<file path="src/rtl/serialFramerPkg.sv">
package serialFramerPkg;

  typedef enum logic [1:0] {
    stIdle,
    stArm,
    stHigh,
    stLow
  } frameStateT;

  typedef struct packed {
    logic clearRes;
    logic acceptBits;
    logic loadSlot;
    logic releaseAll;
  } framerCmdT;

endpackage

</file>
<file path="src/rtl/serialFramerCtrl.sv">
module serialFramerCtrl
  import serialFramerPkg::*;
#(
  parameter int FRAME_W = 16,
  parameter int IDX_W   = $clog2(FRAME_W)
) (
  input  logic             clk,
  input  logic             rstN,
  input  logic             serialEn,
  input  logic             clkFree,
  input  logic             convStart,
  input  logic             slotReady,
  output framerCmdT        cmd,
  output logic [IDX_W-1:0] loadIdx,
  output logic             sclkPullLow
);

  localparam logic [IDX_W-1:0] LAST_SLOT = IDX_W'(FRAME_W - 1);
  localparam logic [IDX_W-1:0] IDX_ONE   = IDX_W'(1);

  frameStateT       state, nxtState;
  logic [IDX_W-1:0] slotIdx, nxtIdx, nextSlot;
  logic             sclkQ, nxtSclk;

  assign nextSlot    = slotIdx + IDX_ONE;
  assign loadIdx     = (state == stArm) ? '0 : nextSlot;
  assign sclkPullLow = sclkQ;

  always_comb begin
    nxtState = state;
    nxtIdx   = slotIdx;
    nxtSclk  = sclkQ;
    cmd      = '0;
    if (!serialEn) begin
      nxtState       = stIdle;
      nxtSclk        = 1'b0;
      cmd.releaseAll = 1'b1;
    end else begin
      case (state)
        stIdle: begin
          nxtSclk = clkFree ? ~sclkQ : 1'b0;
          if (convStart) begin
            nxtState     = stArm;
            cmd.clearRes = 1'b1;
          end
        end
        stArm: begin
          cmd.acceptBits = 1'b1;
          if (!clkFree || sclkQ) begin
            nxtState     = stHigh;
            nxtSclk      = 1'b0;
            nxtIdx       = '0;
            cmd.loadSlot = 1'b1;
          end else begin
            nxtSclk = 1'b1;
          end
        end
        stHigh: begin
          cmd.acceptBits = 1'b1;
          nxtState       = stLow;
          nxtSclk        = 1'b1;
        end
        stLow: begin
          cmd.acceptBits = 1'b1;
          if (slotIdx == LAST_SLOT) begin
            nxtState       = stIdle;
            nxtSclk        = 1'b0;
            cmd.releaseAll = 1'b1;
          end else if (slotReady) begin
            nxtState     = stHigh;
            nxtSclk      = 1'b0;
            nxtIdx       = nextSlot;
            cmd.loadSlot = 1'b1;
          end
        end
        default: nxtState = stIdle;
      endcase
    end
  end

  always_ff @(posedge clk or negedge rstN) begin
    if (!rstN) begin
      state   <= stIdle;
      slotIdx <= '0;
      sclkQ   <= 1'b0;
    end else begin
      state   <= nxtState;
      slotIdx <= nxtIdx;
      sclkQ   <= nxtSclk;
    end
  end

endmodule

</file>
<file path="src/rtl/serialFramerData.sv">
module serialFramerData
  import serialFramerPkg::*;
#(
  parameter int RES_W   = 12,
  parameter int PAD_W   = 4,
  parameter int FRAME_W = RES_W + PAD_W,
  parameter int IDX_W   = $clog2(FRAME_W),
  parameter int CNT_W   = $clog2(RES_W + 1)
) (
  input  logic             clk,
  input  logic             rstN,
  input  framerCmdT        cmd,
  input  logic [IDX_W-1:0] loadIdx,
  input  logic             bitValid,
  input  logic             bitValue,
  output logic             slotReady,
  output logic             strbPullLow,
  output logic             sdataPullLow
);

  localparam logic [CNT_W-1:0] CNT_ONE = CNT_W'(1);

  logic [RES_W-1:0] resBits;
  logic [CNT_W-1:0] resCnt;
  logic             strbQ, dataQ;
  logic             slotBit;

  // Pad slots match no stored bit and stay zero.
  always_comb begin
    slotBit = 1'b0;
    for (int b = 0; b < RES_W; b++) begin
      if (int'(loadIdx) == FRAME_W - 1 - b) slotBit = resBits[b];
    end
  end

  // A slot is ready once its result bit (if any) has been delivered.
  assign slotReady    = (int'(resCnt) + PAD_W) > int'(loadIdx);
  assign strbPullLow  = strbQ;
  assign sdataPullLow = dataQ;

  always_ff @(posedge clk or negedge rstN) begin
    if (!rstN) begin
      resBits <= '0;
      resCnt  <= '0;
      strbQ   <= 1'b0;
      dataQ   <= 1'b0;
    end else begin
      if (cmd.clearRes) begin
        resCnt <= bitValid ? CNT_ONE : '0;
        if (bitValid) resBits[RES_W-1] <= bitValue;
      end else if (cmd.acceptBits && bitValid && int'(resCnt) < RES_W) begin
        for (int b = 0; b < RES_W; b++) begin
          if (b == RES_W - 1 - int'(resCnt)) resBits[b] <= bitValue;
        end
        resCnt <= resCnt + CNT_ONE;
      end
      if (cmd.releaseAll) begin
        strbQ <= 1'b0;
        dataQ <= 1'b0;
      end else if (cmd.loadSlot) begin
        strbQ <= 1'b1;
        dataQ <= ~slotBit;
      end
    end
  end

endmodule

</file>
<file path="src/rtl/serialFramer.sv">
module serialFramer
  import serialFramerPkg::*;
#(
  parameter int RES_W = 12,
  parameter int PAD_W = 4
) (
  input  logic clk,
  input  logic rstN,
  input  logic serialEn,
  input  logic clkFree,
  input  logic convStart,
  input  logic resBitValid,
  input  logic resBitValue,
  output logic sclkPullLow,
  output logic strbPullLow,
  output logic sdataPullLow,
  output logic sclkLine,
  output logic strbLine,
  output logic sdataLine
);

  localparam int FRAME_W = RES_W + PAD_W;
  localparam int IDX_W   = $clog2(FRAME_W);
  localparam int CNT_W   = $clog2(RES_W + 1);

  framerCmdT        cmd;
  logic [IDX_W-1:0] loadIdx;
  logic             slotReady;

  serialFramerCtrl #(.FRAME_W(FRAME_W), .IDX_W(IDX_W)) u_ctrl (
    .clk        (clk),
    .rstN       (rstN),
    .serialEn   (serialEn),
    .clkFree    (clkFree),
    .convStart  (convStart),
    .slotReady  (slotReady),
    .cmd        (cmd),
    .loadIdx    (loadIdx),
    .sclkPullLow(sclkPullLow)
  );

  serialFramerData #(
    .RES_W(RES_W), .PAD_W(PAD_W), .FRAME_W(FRAME_W), .IDX_W(IDX_W), .CNT_W(CNT_W)
  ) u_data (
    .clk         (clk),
    .rstN        (rstN),
    .cmd         (cmd),
    .loadIdx     (loadIdx),
    .bitValid    (resBitValid),
    .bitValue    (resBitValue),
    .slotReady   (slotReady),
    .strbPullLow (strbPullLow),
    .sdataPullLow(sdataPullLow)
  );

  assign sclkLine  = ~sclkPullLow;
  assign strbLine  = ~strbPullLow;
  assign sdataLine = ~sdataPullLow;

endmodule

</file>
<file path="config.mk">
export PLATFORM = sky130hd
export DESIGN_NAME = serialFramer
export DESIGN_NICKNAME = d
export VERILOG_FILES = /design/src/rtl/serialFramerPkg.sv /design/src/rtl/serialFramerCtrl.sv /design/src/rtl/serialFramerData.sv /design/src/rtl/serialFramer.sv
export SDC_FILE = /design/constraint.sdc
export NUM_CORES = 1
export LEC_CHECK = 0
export ABC_CLOCK_PERIOD_IN_PS = 3580
export BUFFER_PORTS_ARGS = -buffer_cell sky130_fd_sc_hd__buf_2
export CORE_MARGIN = 1
export CORE_UTILIZATION = 59
export CTS_CLUSTER_SIZE = 30
export DETAILED_ROUTE_END_ITERATION = 6
export HOLD_SLACK_MARGIN = 0.03
export PLACE_DENSITY_LB_ADDON = 0.3
export SKIP_CTS_REPAIR_TIMING = 1
export SLEW_MARGIN = 20
export SYNTH_ARGS = -nofsm -noshare
export SYNTH_HDL_FRONTEND = slang
export SYNTH_HIERARCHICAL = 1
export SYNTH_SLANG_ARGS = --single-unit
</file>
<file path="constraint.sdc">
create_clock -name clk -period 3.58 [get_ports clk]
set_input_delay 1.074 -clock clk [delete_from_list [all_inputs] [get_ports clk]]
set_output_delay 1.074 -clock clk [all_outputs]
set_load 0.1 [all_outputs]
</file>
### Yosys cells after proc, flatten, opt, wreduce, memory -nomap -nowiden

Cells that the tools add are included.

* bits in registers: 25
* bits in latches: 0
* bits in writable memories: 0
* ROM bits: 0
* bits of input ports: 7
* output and inout bits: 6
* logic and storage cells: 150
* memories kept: 0

* add/subtract/negate cells: 4
* multipliers: 0
* divide/modulo/power cells: 0
* order comparisons: 2
* eq/ne operators: 34
* shifts and indexed selects: 0
* muxes and demuxes: 62
* bitwise logic cells: 5
* reductions and logical operators: 25

Operators by type and width (number)
* 4-bit by 32-bit equality test with 1-bit output (first input constant): 4
* 5-bit by 32-bit equality test with 1-bit output (first input constant): 4
* 3-bit by 32-bit equality test with 1-bit output (first input constant): 2
* 1-bit 2-to-1 mux: 45
* 3-bit AND reduction: 13
* 4-bit equality test (second input constant): 9
* 2-bit by 32-bit equality test with 1-bit output (first input constant): 1
* 32-bit by 5-bit > comparator with 1-bit output: 1
* 32-bit zero test: 1
* 4-bit 2-to-1 mux: 6
* 12-bit 2-to-1 mux: 1
* 2-bit 2-to-1 mux: 5
* 4-bit by 1-bit adder with 4-bit output (second input constant): 2
* 4-bit by 3-bit equality test with 1-bit output (second input constant): 2
* 2-bit != test (second input constant): 4
* 2-bit one-hot mux with 4 select lines: 1
* 4-bit one-hot mux with 2 select lines: 1
* 2-bit nonzero test: 4
* 3-bit != test (second input constant): 2
* 4-bit by 3-bit adder with 5-bit output (second input constant): 1
* 1-bit NOT: 5
* 5-bit AND reduction: 1
* 4-bit by 4-bit subtractor with 5-bit output (first input constant): 1
* 2-bit equality test (second input constant): 2
* other kinds (13): 14

### Longest topological paths before layout

Gate-level depths: netlist of the first run.

* depth after elaboration: 18
* depth in mapped cells: 14
* mapped depth without buffers: 14

### Cells and area by module

Netlist of the first run, hierarchy kept.

By module, submodules not included
* serialFramerData: instances 1, cells each 101, area each 1101.1 µm², seq. area each 450.4 µm²
* serialFramerCtrl: instances 1, cells each 56, area each 479.2 µm², seq. area each 175.2 µm²
* serialFramer: instances 1, cells each 3, area each 11.3 µm², seq. area each 0.0 µm²

### Worst setup path before layout of the first run

OpenSTA, ideal clock, no wires.

* path kind: register -> register
* start: register u_ctrl.slotIdx[2]
* end: register u_data.dataQ, in the netlist u_data/sdataPullLow
* setup time: 0.084 ns
* arrival time: 2.768 ns
* data required time: 3.496 ns
* path slack: 0.729 ns
* cell stages (with the launch flop): 14
* buffers on the path: 0
* period minus slack after synthesis: 2.851 ns
* cells stage by stage: dfrtp_1 nand3_1 or2_2 a21oi_1 fa_1 nor2_1 o21ai_0 a21boi_0 nand2b_1 o2111ai_1 a21o_1 inv_1 o21bai_1 a41oi_2

RTL lines
* from (decl): RTL line serialFramerCtrl.sv:22 `logic [IDX_W-1:0] slotIdx, nxtIdx, nextSlot;`
* from (signal assigned): RTL line serialFramerCtrl.sv:88 `slotIdx <= nxtIdx;`
* to (signal assigned): RTL line serialFramerData.sv:62 `dataQ <= ~slotBit;`
* to (decl): RTL line serialFramerData.sv:25 `logic strbQ, dataQ;`

==> results of run 1 <==
[report_power, final]
part	internal (mW)	switching, mW
Combinational	0.130	0.180
Sequential	0.330	0.0435
Clock	0.0428	0.0879
[sequential cells by signal, indices dropped and copies added, names as in the netlist]
register	cells
u_ctrl/state	2
u_ctrl/sclkPullLow	1
u_data/sdataPullLow	1
u_data/resBits	12
u_ctrl/slotIdx	4
u_data/strbPullLow	1
u_data/resCnt	4
[final cells by class]
type / count / area (um^2)
Clock inverter: 1 / 7.51
Fill cell: 211 / 800
Inverter: 12 / 45.0
Tap cell: 30 / 37.5
Timing Repair Buffer: 16 / 90.1
Sequential cell: 25 / 626
Clock buffer: 3 / 22.5
Multi-Input combinational cell: 117 / 895
[per-stage QoR]
step	worst slack [ns]	power (mW)	util, %	cells	cell area (um^2)
2_1_floorplan	0.729	0.603	-	160	1590
3_3_place_gp	0.537	0.669	67.1	200	1690
3_5_place_dp	0.432	0.685	67.1	200	1690
4_1_cts	0.399	0.818	68.3	204	1720
5_1_grt	0.0937	0.865	68.3	204	1720
6_report	0.387	0.814	68.3	204	1720
[layer usage]
layer	wire, um	up-vias	global-route usage (%)
li1	-	580	-
met1	1360	595	29.3
met2	1560	32	43.6
met3	111	4	3.39
met4	21	0	5.26
met5	0	-	0
[cell families after synthesis]
logic type      Yosys count
mux                      18
xor+xnor                  4
simple gates             56
buf+inv                  18
fa+ha+maj                13
flops                    25
compound gates           26
[worst max-delay path: stages (launching register included)]
cell and delay, ns:
sky130_fd_sc_hd__dfrtp_1 0.46, sky130_fd_sc_hd__nand3_1 0.12, sky130_fd_sc_hd__or2_2 0.30, sky130_fd_sc_hd__a21oi_1 0.35, sky130_fd_sc_hd__fa_1 0.48, sky130_fd_sc_hd__nor2_1 0.13
sky130_fd_sc_hd__o21ai_0 0.09, sky130_fd_sc_hd__a21boi_0 0.29, sky130_fd_sc_hd__nand2b_1 0.15, sky130_fd_sc_hd__o2111ai_1 0.16, sky130_fd_sc_hd__a21o_1 0.25, sky130_fd_sc_hd__inv_1 0.11
sky130_fd_sc_hd__o21bai_1 0.09, sky130_fd_sc_hd__a41oi_2 0.14
[cells in the final DEF, fill, tap and decap left out, types with 3 or more instances in the layout]
master,instances
sky130_fd_sc_hd__dfrtp_1,25
sky130_fd_sc_hd__nand2_1,23
sky130_fd_sc_hd__inv_1,12
sky130_fd_sc_hd__buf_2,12
sky130_fd_sc_hd__ha_1,12
sky130_fd_sc_hd__mux2_2,12
sky130_fd_sc_hd__nor2_1,8
sky130_fd_sc_hd__o21ai_0,7
sky130_fd_sc_hd__xnor2_1,4
sky130_fd_sc_hd__nor3b_1,4
sky130_fd_sc_hd__buf_4,4
sky130_fd_sc_hd__clkbuf_4,3
sky130_fd_sc_hd__nor2b_1,3
sky130_fd_sc_hd__nand3_1,3
sky130_fd_sc_hd__a21oi_1,3
sky130_fd_sc_hd__a21boi_0,3
sky130_fd_sc_hd__o21a_1,3
sky130_fd_sc_hd__mux2i_1,3
[final timing paths]
| path | endpoint | slack, ns | depth (start not counted) | start |
|---|---|---|---|---|
| setup / recovery | u_data/sdataPullLow | 0.39 | 13 | u_ctrl/slotIdx[0] |
| hold / removal | u_data/resBits[10] | 0.52 | 1 | u_data/resBits[10] |
| setup reg to reg | u_data/sdataPullLow | 0.39 | 13 | u_ctrl/slotIdx[0] |
| hold reg to reg | u_data/resBits[10] | 0.52 | 1 | u_data/resBits[10] |
| max in group asynchronous | u_data/resBits[3] | 2.51 | 1 | rstN |
| min in group asynchronous | u_data/resBits[2] | 0.71 | 1 | rstN |
==> impl_metrics.yaml, run 1 <==
outcome:
  status: "finished clean"
synth:
  async_flop_share_pct: 100
  post_synth_and_or_nand_nor_area_fraction_pct: 17.6
  syn_area_um2: 1590
  synth_seq_cells: 25
  synth_largest_area_cell: "sky130_fd_sc_hd__dfrtp_1"
  synth_commonest_cells: "25 x sky130_fd_sc_hd__dfrtp_1, 23 x sky130_fd_sc_hd__nand2_1, 12 x sky130_fd_sc_hd__ha_1, 12 x sky130_fd_sc_hd__inv_1, 12 x sky130_fd_sc_hd__mux2_2"
  synth_compound_area_share_pct: 11.3
  post_synth_main_area_contributors: "sky130_fd_sc_hd__dfrtp_1 39%, sky130_fd_sc_hd__ha_1 9.4%, sky130_fd_sc_hd__mux2_2 8.5%, sky130_fd_sc_hd__nand2_1 5.4%, sky130_fd_sc_hd__inv_1 2.8%"
  synth.mux.area_fraction_pct: 14.4
  leading_cell_type_by_number_of_instances_after_synthesis: "sky130_fd_sc_hd__dfrtp_1"
  synth_unique_cells: 42
  yosys.area_share.adder_pct: 10.7
  post-synth-top-area-fraction_pct: 39.3
  synth_seq_area_share_pct: 39.3
  post_synth_xor_area_fraction_pct: 2.20
  postSynthAreaPerCell_um2: 9.95
  synth-warning-count: 6
  synth_edf_count: 0
  synthesis.instances: 160
  post_synth_net_total: 180
  combinational_family_with_the_most_area_after_synthesis: "simple AND/OR/NAND/NOR gates"
  yosys_most_used_dff: "sky130_fd_sc_hd__dfrtp_1"
clock_tree:
  tritoncts: "built"
  cts_buffers: 3
  cts.htree.levels: 1
  clock_tree.root_cell: "sky130_fd_sc_hd__clkbuf_4"
  clock_sink_count: 25
  worst_setup_hold_path_clk_slew_ns: 0.14
  worst_skew_pair.late_latency_ns: 0.33
  cts_buffer_depth: 2
floorplanning:
  design.core.area_um2: 2520
  die_h_um: 53.9
  design.die.area_um2: 2910
  top_level_ports: 13
  dieWidth_um: 53.9
  placement_rows: 18
  initial_utilization_pct: 63.1
timing:
  period_minus_slack_ns: 3.19
  fin_hold_ws_ns: 0.523
  skew_ns: 0.00735
  fin_crit_sh_pct: 89.2
  fin_tns_setup_ns: 0
  maxSlewViolCount: 0
  slew-limit-headroom_pct: 60.5
  timing.final.setup_violations: 0
  timing.final.hold_violations: 0
  grt_setup_unrepaired: "false"
  tightest_slew_ns: 0.592
  max_freq_mhz: 313
cells_and_area:
  drive_above_1_share_pct: 21.8
  antenna-diode-count: 0
  num-nets-final: 195
  area_growth_syn_to_layout_pct: 8.25
power:
  power_density_nw_per_um2: 473
  vdd_ir_drop_max_mv: 0.351
  leakagePower_nw: 0.817
drt:
  routed_via_density: 5.94
  num_vias: 1211
  drt.antenna.violating_nets: 0
  drt_pass1_iterations: 5
  detail_route.iter0.violations: 26
  drt-wirelength-per-cell_um: 15.0
  drc_viols: 0
  postRouteWirelength_um: 3060
grt:
  grt_start_max_net_pins: 26
  grt_pass1_wl_um: 5000
  number_of_global_route_vias_before_repair: 1145
  gr-usage-all-layers_pct: 23.8
  grt_overflow: 0
  number_of_antenna_violations_at_the_first_check_in_global_routing: 0
hold_path:
  hold_class: "flip-flop to flip-flop"
setup_path:
  timing.setup.critical_path_class: "flip-flop to flip-flop"
  timing.critical_path.to_type: "flip-flop"
  critical_path_arrival_ns: 3.45
  critical_path_required_ns: 3.84
  critical_path.max_fanout: 5
  startpoint_kind_of_the_worst_setup_timing_path: "flip-flop"
place:
  finalWeightedCongestion: 0.881
  portBuffers: 12
  place_hpwl_um: 2340
run:
  maxCapViolCount: 0
No activity file was read; power rests on OpenSTA's default activity.
==> run 2, diff against run 1 <==
BUFFER_PORTS_ARGS = unset   (was -buffer_cell sky130_fd_sc_hd__buf_2)
CORE_UTILIZATION = 60   (was 59)
DONT_BUFFER_PORTS = 1   (was unset)
==> run 2 against run 1 <==
Compared with the run above: clock skew fell by 0.0056 ns; sequential cell count unchanged; die area shrank 1.6%; count of clock-buffer cells in the layout unchanged; core utilization decreased by 0.39 points; first-iteration DRC count shrank 12%; fmax down 0.74%; total power decreased by 2.9%; critical endpoint unchanged; highest routed layer unchanged.
==> impl_metrics.yaml, run 2 (synthesized netlist as in run 1, its figures left out) <==
outcome:
  status: "finished clean"
floorplanning:
  design.core.area_um2: 2500
  design.die.area_um2: 2860
  placement_rows: 18
  die_h_um: 53.5
  dieWidth_um: 53.5
  initial_utilization_pct: 63.7
  top_level_ports: 13
timing:
  slew-limit-headroom_pct: 41.0
  fin_crit_sh_pct: 89.8
  skew_ns: 0.00180
  grt_setup_unrepaired: "false"
  tightest_slew_ns: 0.886
  fin_hold_ws_ns: 0.422
  period_minus_slack_ns: 3.22
  timing.final.hold_violations: 0
  fin_tns_setup_ns: 0
  max_freq_mhz: 311
  timing.final.setup_violations: 0
  maxSlewViolCount: 0
grt:
  grt_pass1_wl_um: 4770
  highest_utilization_routing_layer_at_the_global_route_stage: "met2"
  gr-usage-all-layers_pct: 23.2
  number_of_global_route_vias_before_repair: 1181
  grt_overflow: 0
  grt_use_met3_pct: 4.02
  grt_util_met1_pct: 27.8
  grt_start_max_net_pins: 26
  gr-usage-met2_pct: 40.4
  number_of_antenna_violations_at_the_first_check_in_global_routing: 0
drt:
  drt-wirelength-per-cell_um: 14.9
  detail_route.iter0.violations: 23
  drt.antenna.violating_nets: 0
  postRouteWirelength_um: 2940
  drc_viols: 0
  drt_pass1_iterations: 4
  num_vias: 1154
  routed_via_density: 5.86
cells_and_area:
  area_growth_syn_to_layout_pct: 6.68
  num-nets-final: 188
  largest_register_ff_count: 12
  num-fill-cells: 189
  largest_registers: "u_data/resBits x12, u_ctrl/slotIdx x4, u_data/resCnt x4"
  post-route-util_pct: 67.9
  antenna-diode-count: 0
  final_cell_count_no_fill: 197
  stdcell_area_um2: 1700
  largest_register: "u_data/resBits"
  drive_above_1_share_pct: 18.6
  mostFrequentLayoutCells: "25 x sky130_fd_sc_hd__dfrtp_1, 23 x sky130_fd_sc_hd__nand2_1, 12 x sky130_fd_sc_hd__inv_1, 12 x sky130_fd_sc_hd__ha_1, 12 x sky130_fd_sc_hd__mux2_2"
  mostFrequentLayoutCell: "sky130_fd_sc_hd__dfrtp_1"
power:
  vdd_ir_drop_max_mv: 0.347
  leakagePower_nw: 0.797
  power_density_nw_per_um2: 466
clock_tree:
  cts_buffer_depth: 2
  clock_sink_count: 25
  worst_setup_hold_path_clk_slew_ns: 0.13
  cts_buffers: 3
  cts.htree.levels: 1
  tritoncts: "built"
  clock_tree.root_cell: "sky130_fd_sc_hd__clkbuf_4"
  worst_skew_pair.late_latency_ns: 0.32
setup_path:
  critical_path.startpoint: "u_ctrl/slotIdx[2]"
  startpoint_kind_of_the_worst_setup_timing_path: "flip-flop"
  critical_path.max_fanout: 6
  timing.critical_path.to_type: "flip-flop"
  critical_path_required_ns: 3.83
  timing.setup.critical_path_class: "flip-flop to flip-flop"
  regToRegStartpoint: "u_ctrl/slotIdx[2]"
  critical_path_arrival_ns: 3.47
place:
  place_hpwl_um: 2210
  finalWeightedCongestion: 0.850
  place.detailed.instances: 193
  portBuffers: 0
  postPlaceCellArea_um2: 1670
hold_path:
  hold_class: "input port to asynchronous set/reset pin"
run:
  maxCapViolCount: 0
==> run 2: cell types whose count changed in the layout (fill, tap and decap cells not counted), sizes merged <==
cell	previous run	this run
buf	16	9
clkinv	0	1
clkinvlp	1	0
==> run 2: path summary, 6_finish.rpt <==
kind | depth (start not counted) | end | slack (ns)
setup / recovery | 13 | u_data/sdataPullLow | 0.36
hold / removal | 0 | u_ctrl/slotIdx[3] | 0.42
setup reg to reg | 13 | u_data/sdataPullLow | 0.36
hold reg to reg | 1 | u_data/resBits[8] | 0.52
max in group asynchronous | 0 | u_data/sdataPullLow | 3.09
min in group clk | 1 | u_data/resBits[8] | 0.52
==> run 2: routing by layer <==
layer | up-vias | part of all wire [%]
met5 | - | 0
met4 | 0 | 1.7
met3 | 4 | 2.6
met2 | 21 | 50
met1 | 563 | 45
li1 | 566 | -
==> run 2: where the power goes <==
group	leakage, nW	switching [mW]	internal, mW
clock	0.0177	0.0854	0.0419
sequential	0.339	0.0481	0.330
combinational	0.441	0.160	0.125
==> run 2: layout make-up <==
cell class	count	area [um^2]	area share, %
multi-input cells	117	895	52.7
flip-flops and latches	25	626	36.8
repair buffers	9	67.6	3.98
inverters	12	45.0	2.65
well taps	30	37.5	2.21
clock buffers	3	22.5	1.33
clock inverters	1	5.00	0.295
==> run 2: critical path, stage by stage, from the launching register on <==
cell                        delay [ns]
sky130_fd_sc_hd__dfrtp_1          0.46
sky130_fd_sc_hd__nand3_1          0.12
sky130_fd_sc_hd__or2_2            0.30
sky130_fd_sc_hd__a21oi_1          0.35
sky130_fd_sc_hd__fa_1             0.48
sky130_fd_sc_hd__nor2_1           0.14
sky130_fd_sc_hd__o21ai_0          0.09
sky130_fd_sc_hd__a21boi_0         0.29
sky130_fd_sc_hd__nand2b_1         0.15
sky130_fd_sc_hd__o2111ai_1        0.16
sky130_fd_sc_hd__a21o_1           0.24
sky130_fd_sc_hd__inv_1            0.12
sky130_fd_sc_hd__o21bai_1         0.10
sky130_fd_sc_hd__a41oi_2          0.15
==> run 2: stage by stage <==
step | total power [mW] | setup slack (ns)
after floorplan | 0.603 | 0.729
after global placement | 0.656 | 0.538
after detailed placement | 0.668 | 0.410
after CTS | 0.799 | 0.370
after global routing | 0.841 | 0.119
final | 0.791 | 0.363
==> run 3, diff against run 2 <==
ABC_CLOCK_PERIOD_IN_PS = 2800   (was 3580)
CORE_UTILIZATION = 56   (was 60)
GPL_ROUTABILITY_DRIVEN = 0   (was unset)
clock period = 2.8 ns   (was 3.58 ns; I/O delays follow)
==> run 3 against run 2 <==
Compared with the run above: sequential power up 26%; via count increased by 5.5%; wire length rose by 16%; largest power group unchanged; critical path depth down 1.
==> impl_metrics.yaml, run 3 (synthesized netlist as in run 1, its figures left out) <==
timing:
  fin_tns_setup_ns: 0
  timing.final.hold_violations: 0
  period_minus_slack_ns: 2.72
  fin_hold_ws_ns: 0.180
  maxSlewViolCount: 0
  tightest_slew_ns: 0.589
  timing.final.setup_violations: 0
  skew_ns: 0.00845
  grt_setup_unrepaired: "true"
  max_freq_mhz: 368
  fin_crit_sh_pct: 97.0
  slew-limit-headroom_pct: 60.7
cells_and_area:
  largest_register_ff_count: 12
  mostFrequentLayoutCell: "sky130_fd_sc_hd__dfrtp_1"
  drive_above_1_share_pct: 29.1
  area_growth_syn_to_layout_pct: 16.6
  antenna-diode-count: 0
  largest_register: "u_data/resBits"
  mostFrequentLayoutCells: "25 x sky130_fd_sc_hd__dfrtp_1, 23 x sky130_fd_sc_hd__nand2_1, 20 x sky130_fd_sc_hd__buf_4"
  stdcell_area_um2: 1860
  largest_registers: "u_data/resBits x12, u_ctrl/slotIdx x4, u_data/resCnt x4"
  final_cell_count_no_fill: 209
  num-nets-final: 200
floorplanning:
  initial_utilization_pct: 61.4
  design.core.area_um2: 2590
  placement_rows: 18
  dieWidth_um: 55.3
  top_level_ports: 13
  die_h_um: 55.3
  design.die.area_um2: 3060
grt:
  number_of_antenna_violations_at_the_first_check_in_global_routing: 0
  grt_start_max_net_pins: 26
  number_of_global_route_vias_before_repair: 1238
  gr-usage-all-layers_pct: 22.9
  grt_pass1_wl_um: 5630
  grt_overflow: 0
clock_tree:
  clock_sink_count: 25
  tritoncts: "built"
  cts_buffers: 3
  clock_tree.root_cell: "sky130_fd_sc_hd__clkbuf_4"
  worst_skew_pair.late_latency_ns: 0.33
  worst_setup_hold_path_clk_slew_ns: 0.14
  cts.htree.levels: 1
  cts_buffer_depth: 2
outcome:
  status: "finished clean"
place:
  portBuffers: 0
  place.detailed.instances: 201
  postPlaceCellArea_um2: 1730
  place_hpwl_um: 2490
power:
  leakagePower_nw: 0.853
  seq_power_share_pct: 43.7
  clock_power_share_pct: 15.3
  power_density_nw_per_um2: 585
  vdd_ir_drop_max_mv: 0.523
  sw_frac_of_total_pct: 37.2
  design_power_total_mw: 1.09
  internal-power_uw: 682
  comb_power_share_pct: 41.0
  switching_power_uw: 404
hold_path:
  hold_class: "input port to asynchronous set/reset pin"
drt:
  drt-wirelength-per-cell_um: 16.3
  drc_viols: 0
  postRouteWirelength_um: 3420
  drt_pass1_iterations: 4
  num_vias: 1217
  routed_via_density: 5.82
  drt.antenna.violating_nets: 0
  detail_route.iter0.violations: 32
setup_path:
  critical_path_required_ns: 3.02
  timing.critical_path.to_type: "flip-flop"
  timing.setup.critical_path_class: "flip-flop to flip-flop"
  critical_path.max_fanout: 4
  critical_path_arrival_ns: 2.94
  startpoint_kind_of_the_worst_setup_timing_path: "flip-flop"
run:
  maxCapViolCount: 0
run 3: critical path, cell delays in order, from the launching register on:
cell and delay [ns]:
sky130_fd_sc_hd__dfrtp_1 0.46, sky130_fd_sc_hd__nand3_2 0.10, sky130_fd_sc_hd__or2_4 0.26, sky130_fd_sc_hd__a21oi_4 0.15, sky130_fd_sc_hd__fa_1 0.45, sky130_fd_sc_hd__nor2_2 0.14, sky130_fd_sc_hd__o21ai_1 0.08, sky130_fd_sc_hd__a21boi_1 0.15
sky130_fd_sc_hd__nand2b_1 0.13, sky130_fd_sc_hd__o2111ai_2 0.10, sky130_fd_sc_hd__a21o_1 0.23, sky130_fd_sc_hd__buf_4 0.15, sky130_fd_sc_hd__a32o_1 0.21
run 3: path summary, 6_finish.rpt:
| kind | startpoint | to | slack (ns) | depth (start not counted) |
|---|---|---|---|---|
| hold / removal | rstN | u_ctrl/state[1] | 0.18 | 0 |
| setup / recovery | u_ctrl/slotIdx[1] | u_ctrl/slotIdx[3] | 0.08 | 12 |
| min in group clk | u_data/resBits[6] | u_data/resBits[6] | 0.52 | 1 |
| max in group asynchronous | rstN | u_data/resBits[8] | 2.53 | 0 |
| hold reg to reg | u_data/resBits[6] | u_data/resBits[6] | 0.52 | 1 |
| setup reg to reg | u_ctrl/slotIdx[1] | u_ctrl/slotIdx[3] | 0.08 | 12 |
run 3: metal layers:
layer	vias to the layer above	GRT usage [%]	share of wire [%]
li1	586	-	-
met1	588	30.3	44
met2	35	37.5	49
met3	8	6.09	4.9
met4	0	5.00	1.6
met5	-	0	0
run 3: cell type report:
cell class,count,area (um^2)
inverter,12,45.0
tap,30,37.5
fill,195,734
timing repair buffer,21,161
clock buffer,3,22.5
clock inverter,1,7.51
multi-input combinational,117,956
sequential,25,626
run 3: metrics by stage:
stage | setup WS (ns) | utilization [%]
after global placement | 0.121 | 67.0
after detailed placement | -0.0343 | 67.0
after floorplan | 0.0388 | -
after CTS | -0.0829 | 68.1
final | 0.0834 | 71.6
after global routing | -0.0585 | 71.6
run 3: power groups by stage:
stage	Sequential, mW	Clock, mW	Combinational, mW
5_1_grt	0.483	0.182	0.486
4_1_cts	0.471	0.171	0.409
3_5_place_dp	0.478	0	0.406
6_report	0.475	0.166	0.445
3_3_place_gp	0.473	0	0.394
2_1_floorplan	0.495	0	0.276
